[src/rtl/sv_pkg.sv]
package sv_pkg;

    typedef enum logic [1:0] {
        ST_HOLD  = 2'd0,
        ST_FIRST = 2'd1,
        ST_RUN   = 2'd2,
        ST_IDLE  = 2'd3
    } sup_state_t;

    function automatic int max3(input int a, input int b, input int c);
        int m;
        m = (a > b) ? a : b;
        return (m > c) ? m : c;
    endfunction

endpackage

[src/rtl/sv_kick_detect.sv]
module sv_kick_detect (
    input  logic clk,
    input  logic arst_n,
    input  logic kick,
    output logic kick_edge
);
    logic meta_q, sync_q, prev_q;

    always_ff @(posedge clk or negedge arst_n) begin
        if (!arst_n) begin
            meta_q <= 1'b0;
            sync_q <= 1'b0;
            prev_q <= 1'b0;
        end else begin
            meta_q <= kick;
            sync_q <= meta_q;
            prev_q <= sync_q;
        end
    end

    assign kick_edge = sync_q ^ prev_q;

endmodule

[src/rtl/sv_cycle_timer.sv]
module sv_cycle_timer #(
    parameter int CW = 12
) (
    input  logic          clk,
    input  logic          arst_n,
    input  logic          clr,
    input  logic          en,
    output logic [CW-1:0] cnt
);
    always_ff @(posedge clk or negedge arst_n) begin
        if (!arst_n)
            cnt <= '0;
        else if (clr)
            cnt <= '0;
        else if (en)
            cnt <= cnt + 1'b1;
    end


    clear_zero_chk: assert property (@(posedge clk) disable iff (!arst_n)
        clr |=> (cnt == '0));

endmodule

[src/rtl/sv_seq_fsm.sv]
module sv_seq_fsm
    import sv_pkg::*;
#(
    parameter int HOLD_CYCLES      = 2048,
    parameter int WD_NORMAL_CYCLES = 1024,
    parameter int WD_LONG_CYCLES   = 4096,
    parameter int CW               = 13
) (
    input  logic          clk,
    input  logic          arst_n,
    input  logic          supply_low,
    input  logic          kick_float,
    input  logic          kick_edge,
    input  logic          quick_mode,
    input  logic [CW-1:0] cnt,
    output logic          cnt_clr,
    output logic          cnt_en,
    output logic          hold_rst,
    output logic          fault_q
);
    localparam logic [CW-1:0] HOLD_LAST   = CW'(HOLD_CYCLES - 1);
    localparam logic [CW-1:0] NORMAL_LAST = CW'(WD_NORMAL_CYCLES - 1);
    localparam logic [CW-1:0] LONG_LAST   = CW'(WD_LONG_CYCLES - 1);

    sup_state_t    state_q, state_d;
    logic [CW-1:0] wd_last;
    logic          expire;

    always_comb begin
        if (state_q == ST_FIRST)
            wd_last = LONG_LAST;
        else
            wd_last = quick_mode ? NORMAL_LAST : LONG_LAST;
    end

    always_comb begin
        state_d = state_q;
        cnt_clr = 1'b0;
        cnt_en  = 1'b0;
        expire  = 1'b0;
        unique case (state_q)
            ST_HOLD: begin
                if (supply_low) begin
                    cnt_clr = 1'b1;
                end else if (cnt == HOLD_LAST) begin
                    state_d = ST_FIRST;
                    cnt_clr = 1'b1;
                end else begin
                    cnt_en = 1'b1;
                end
            end
            ST_FIRST, ST_RUN: begin
                if (supply_low) begin
                    state_d = ST_HOLD;
                    cnt_clr = 1'b1;
                end else if (kick_float) begin
                    state_d = ST_IDLE;
                    cnt_clr = 1'b1;
                end else if (kick_edge) begin
                    state_d = ST_RUN;
                    cnt_clr = 1'b1;
                end else if (cnt == wd_last) begin
                    state_d = ST_HOLD;
                    cnt_clr = 1'b1;
                    expire  = 1'b1;
                end else begin
                    cnt_en = 1'b1;
                end
            end
            ST_IDLE: begin
                cnt_clr = 1'b1;
                if (supply_low)
                    state_d = ST_HOLD;
                else if (!kick_float)
                    state_d = ST_RUN;
            end
            default: begin
                state_d = ST_HOLD;
                cnt_clr = 1'b1;
            end
        endcase
    end

    always_ff @(posedge clk or negedge arst_n) begin
        if (!arst_n)
            state_q <= ST_HOLD;
        else
            state_q <= state_d;
    end

    always_ff @(posedge clk or negedge arst_n) begin
        if (!arst_n)
            fault_q <= 1'b1;
        else if (supply_low || kick_float || kick_edge)
            fault_q <= 1'b1;
        else if (expire)
            fault_q <= 1'b0;
    end

    always_comb begin
        hold_rst = (state_q == ST_HOLD);
    end


    supply_hold_chk: assert property (@(posedge clk) disable iff (!arst_n)
        supply_low |=> (state_q == ST_HOLD));


    fault_fall_chk: assert property (@(posedge clk) disable iff (!arst_n)
        $fell(fault_q) |-> (state_q == ST_HOLD));


    fault_rise_chk: assert property (@(posedge clk) disable iff (!arst_n)
        $rose(fault_q) |-> $past(kick_edge || supply_low || kick_float));


    cnt_bound_chk: assert property (@(posedge clk) disable iff (!arst_n)
        (state_q == ST_FIRST) |-> (cnt <= LONG_LAST));


    idle_count_chk: assert property (@(posedge clk) disable iff (!arst_n)
        (state_q == ST_IDLE) |=> (cnt == '0));

endmodule

[src/rtl/proc_supervisor.sv]
module proc_supervisor
    import sv_pkg::*;
#(
    parameter int HOLD_CYCLES      = 2048,
    parameter int WD_NORMAL_CYCLES = 1024,
    parameter int WD_LONG_CYCLES   = 4096
) (
    input  logic clk,
    input  logic arst_n,
    input  logic supply_low,
    input  logic kick,
    input  logic kick_float,
    input  logic wd_quick_mode,
    output logic rst_n_o,
    output logic rst_o,
    output logic wdt_fault_n
);
    localparam int MAXC = max3(HOLD_CYCLES, WD_NORMAL_CYCLES, WD_LONG_CYCLES);
    localparam int CW   = $clog2(MAXC + 1);

    logic          kick_edge;
    logic          cnt_clr, cnt_en, hold_rst, fault_q;
    logic [CW-1:0] cnt;

    sv_kick_detect u_kick (
        .clk       (clk),
        .arst_n    (arst_n),
        .kick      (kick),
        .kick_edge (kick_edge)
    );

    sv_cycle_timer #(.CW(CW)) u_timer (
        .clk    (clk),
        .arst_n (arst_n),
        .clr    (cnt_clr),
        .en     (cnt_en),
        .cnt    (cnt)
    );

    sv_seq_fsm #(
        .HOLD_CYCLES      (HOLD_CYCLES),
        .WD_NORMAL_CYCLES (WD_NORMAL_CYCLES),
        .WD_LONG_CYCLES   (WD_LONG_CYCLES),
        .CW               (CW)
    ) u_fsm (
        .clk        (clk),
        .arst_n     (arst_n),
        .supply_low (supply_low),
        .kick_float (kick_float),
        .kick_edge  (kick_edge),
        .quick_mode (wd_quick_mode),
        .cnt        (cnt),
        .cnt_clr    (cnt_clr),
        .cnt_en     (cnt_en),
        .hold_rst   (hold_rst),
        .fault_q    (fault_q)
    );

    assign rst_o       = hold_rst | supply_low;
    assign rst_n_o     = ~rst_o;
    assign wdt_fault_n = fault_q | supply_low | kick_float;


    rst_pair_chk: assert property (@(posedge clk) disable iff (!arst_n)
        (rst_o != rst_n_o));


    float_fault_chk: assert property (@(posedge clk) disable iff (!arst_n)
        kick_float |-> wdt_fault_n);

endmodule

[config.mk]
export PLATFORM = sky130hd
export DESIGN_NAME = proc_supervisor
export DESIGN_NICKNAME = d
export VERILOG_FILES = /design/src/rtl/sv_pkg.sv /design/src/rtl/sv_kick_detect.sv /design/src/rtl/sv_cycle_timer.sv /design/src/rtl/sv_seq_fsm.sv /design/src/rtl/proc_supervisor.sv
export SDC_FILE = /design/constraint.sdc
export NUM_CORES = 1
export LEC_CHECK = 0
export BUFFER_PORTS_ARGS = -buffer_cell sky130_fd_sc_hd__buf_4
export CAP_MARGIN = 20
export CORE_ASPECT_RATIO = 1.2
export CORE_MARGIN = 2
export CORE_UTILIZATION = 60
export DETAILED_ROUTE_END_ITERATION = 16
export PLACE_DENSITY = 0.9
export SLEW_MARGIN = 20
export SYNTH_ARGS = -nofsm -noshare
export SYNTH_HDL_FRONTEND = slang
export SYNTH_HIERARCHICAL = 1
export SYNTH_SLANG_ARGS = --single-unit
[constraint.sdc]
create_clock -name clk -period 4.7 [get_ports clk]
set_input_delay 0.47 -clock clk [delete_from_list [all_inputs] [get_ports clk]]
set_output_delay 0.47 -clock clk [all_outputs]
set_load 0.01 [all_outputs]
==> results.sh <==
export IMPL_required_ps=4880
export IMPL_fmax_ghz=0.340
export IMPL_synth_nets=123
export IMPL_wl_per_cell_um=15.9
export IMPL_final_cell_mix="dfrtp_1, nor2_1, buf_4, a21oi_1, nand2_1"
export IMPL_async_flop_share=1.00
export IMPL_synth_edf_count=0
export IMPL_yosys_area_top_type_share=0.399
export IMPL_slew_limit_headroom=0.591
export IMPL_p_int_mw=0.207
export IMPL_min_path_type="input pin to async pin"
export IMPL_h_tree_depth=1
export IMPL_yosysWarnings=6
export IMPL_wl_met3_um=83
export IMPL_grt_max_degree=20
export IMPL_drv_slew=0
export IMPL_cts_repair_resized=0
export IMPL_worstSetupPathType="flop to flop"
export IMPL_cpPeakStageDelay_ps=540
export IMPL_fin_skew_ps=2.35
export IMPL_rsz0062_at_grt="no"
export IMPL_antenna_found_initial=0
export IMPL_cts_tree="yes"
export IMPL_drt_iter0_markers=26
export IMPL_seq_area_frac_synth=0.422
export IMPL_irDropWorstVdd_v=0.000193
export IMPL_powerDensity_mw_per_mm2=222
export IMPL_drtPass1Iterations=4
export IMPL_post_route_period_util=0.626
export IMPL_fin_setup_tns_ps=0
export IMPL_hold_ws_ps=28.4
export IMPL_worst_path_buf_inv=1
export IMPL_post_dp_hpwl_um=1670
export IMPL_area_growth_pct=8.65
export IMPL_finalWeightedCongestion=0.834
export IMPL_met2_length_um=1190
export IMPL_routedLengthMet1_um=890
export IMPL_cts_buffers=3
export IMPL_ys_types=41
export IMPL_clock_root_buffer="clkbuf_4"
export IMPL_syn_instance_count=112
export IMPL_p_total_mw=0.272
export IMPL_pwr_share_comb=0.081
export IMPL_hold_viol=0
export IMPL_initial_core_util=0.624
export IMPL_ctsHoldBuffers=0
export IMPL_endpoint_kind="flop"
export IMPL_antenna_left=0
export IMPL_grt_pass1_wl_um=3880
export IMPL_synth_seq_cells=19
export IMPL_path_max_fanout=17
export IMPL_p_seq_frac=0.625
export IMPL_drc=0
export IMPL_track_usage=0.235
export IMPL_synth_flop_cell="dfrtp_1"
export IMPL_tightest_slew_ps=612
export IMPL_worstPathArrival_ps=3120
export IMPL_fp_row_count=17
export IMPL_totalWireLength_um=2220
export IMPL_die_height_um=51.5
export IMPL_start_kind="flop"
export IMPL_syn_avg_cell_area_um2=10.1
export IMPL_power_frac_clock=0.294
export IMPL_fp_coreArea_mm2=0.00181
export IMPL_grt_overflow=0
export IMPL_final_common_cell="dfrtp_1"
export IMPL_synth_area_leaders="dfrtp_1, ha_1, nor2_1, a21oi_1, xor2_1"
export IMPL_nets=133
export IMPL_clk_latency_ps=290
export IMPL_dieArea_mm2=0.00225
export IMPL_num_vias=929
export IMPL_leakage_nw=0.510
export IMPL_clk_pin_slew_ps=100
export IMPL_synth_top_area_cell="dfrtp_1"
export IMPL_io_pins=9
export IMPL_port_buffers=8
export IMPL_syn_area_mm2=0.00113
export IMPL_grt_pass1_vias=940
export IMPL_highest_layer="met4"
export IMPL_maxCapViolCount=0
export IMPL_die_w_um=43.6
export IMPL_fin_util=0.678
export IMPL_switchingPower_mw=0.0652
export IMPL_cts_sink_count=19
export IMPL_avgViaCountPerCell=6.64
export IMPL_critPathTopFamily="simple AND/OR/NAND/NOR gates"
export IMPL_clockBufferDepth=2
export IMPL_post_cts_buffers=0
export IMPL_cp_cell_sequence="inv_1 > ha_1 > or4b_4 > o21ai_2 > mux2_2 > a2111o_1 > o211ai_2 > nor4_1 > mux2_1"
export IMPL_worst_path_max_delay_cell="or4b_4"
export IMPL_setup_viol=0
export IMPL_drive_gt1_frac=0.190
export IMPL_diodes=0
export IMPL_fin_crit_ps=2940
export IMPL_status="finished clean"
export IMPL_switching_share=0.240
[layout make-up]
class,instances,area [um2]
timing repair buffer,8,60.1
multi-input combinational,85,619
sequential,19,477
clock buffer,3,22.5
fill,152,582
tap,19,23.8
clock inverter,1,5.00
inverter,5,18.8
[worst paths after layout]
path,start,end,slack (ps),depth (start not counted)
min in group clk,kick,u_kick/meta_q,280,1
setup / recovery,u_fsm/state_q[1],u_timer/cnt[11],1760,9
hold / removal,arst_n,u_timer/cnt[10],30,1
max in group asynchronous,arst_n,u_fsm/fault_q,4410,1
setup reg to reg,u_fsm/state_q[1],u_timer/cnt[11],1760,9
hold reg to reg,u_kick/meta_q,u_kick/sync_q,360,0
[power groups by stage]
stage               Clock, mW  Combinational, mW  Sequential (mW)
detailed placement          0             0.0224            0.173
CTS                    0.0849             0.0225            0.170
global placement            0             0.0208            0.173
floorplan                   0             0.0129            0.172
finish                 0.0799             0.0221            0.170
global route           0.0928             0.0247            0.171
[per-layer routing]
layer / GRT usage / vias to the layer above
met3: 0.0243 / 10
met1: 0.252 / 455
met2: 0.429 / 31
met5: 0 / -
li1: - / 433
met4: 0.146 / 0
[synth_stat cells (2+ instances only)]
cell	count
ha_1	5
nand4_1	4
or3_1	3
buf_2	2
dfrtp_1	18
nand3_1	4
inv_1	5
o21ai_1	2
nand2_1	6
mux2i_1	3
nor4_1	2
mux2_1	2
nor2b_1	3
a21oi_1	7
xor2_1	4
or4_1	4
o31ai_1	4
nor2_1	11
[state kept, by name, summed over array words and instances (netlist names)]
name and cells:
u_fsm/state_q 2, u_fsm/fault_q 1, u_kick/prev_q 1, u_timer/cnt 13, u_kick/sync_q 1, u_kick/meta_q 1
[logic make-up (layout without fill, tap and decap cells)]
kind of cell               Yosys count  after routing  share of synthesized area
and+or+nand+nor                     46             46                      0.248
AOI/OAI and AO/OA                   23             23                      0.150
DFF                                 19             19                      0.422
buffers and inverters                8             17                     0.0288
muxes                                6              6                     0.0565
adders and majority gates            5              5                     0.0554
xor gates and xnor gates             5              5                     0.0388
[per-stage QoR]
stage               worst slack (ps)  cells  cell area, um2
floorplan                       2270    112            1130
global placement                1960    136            1200
detailed placement              1800    136            1200
CTS                             1790    140            1230
global route                    1550    140            1230
finish                          1760    140            1230
(Power assumes the default switching activity.)
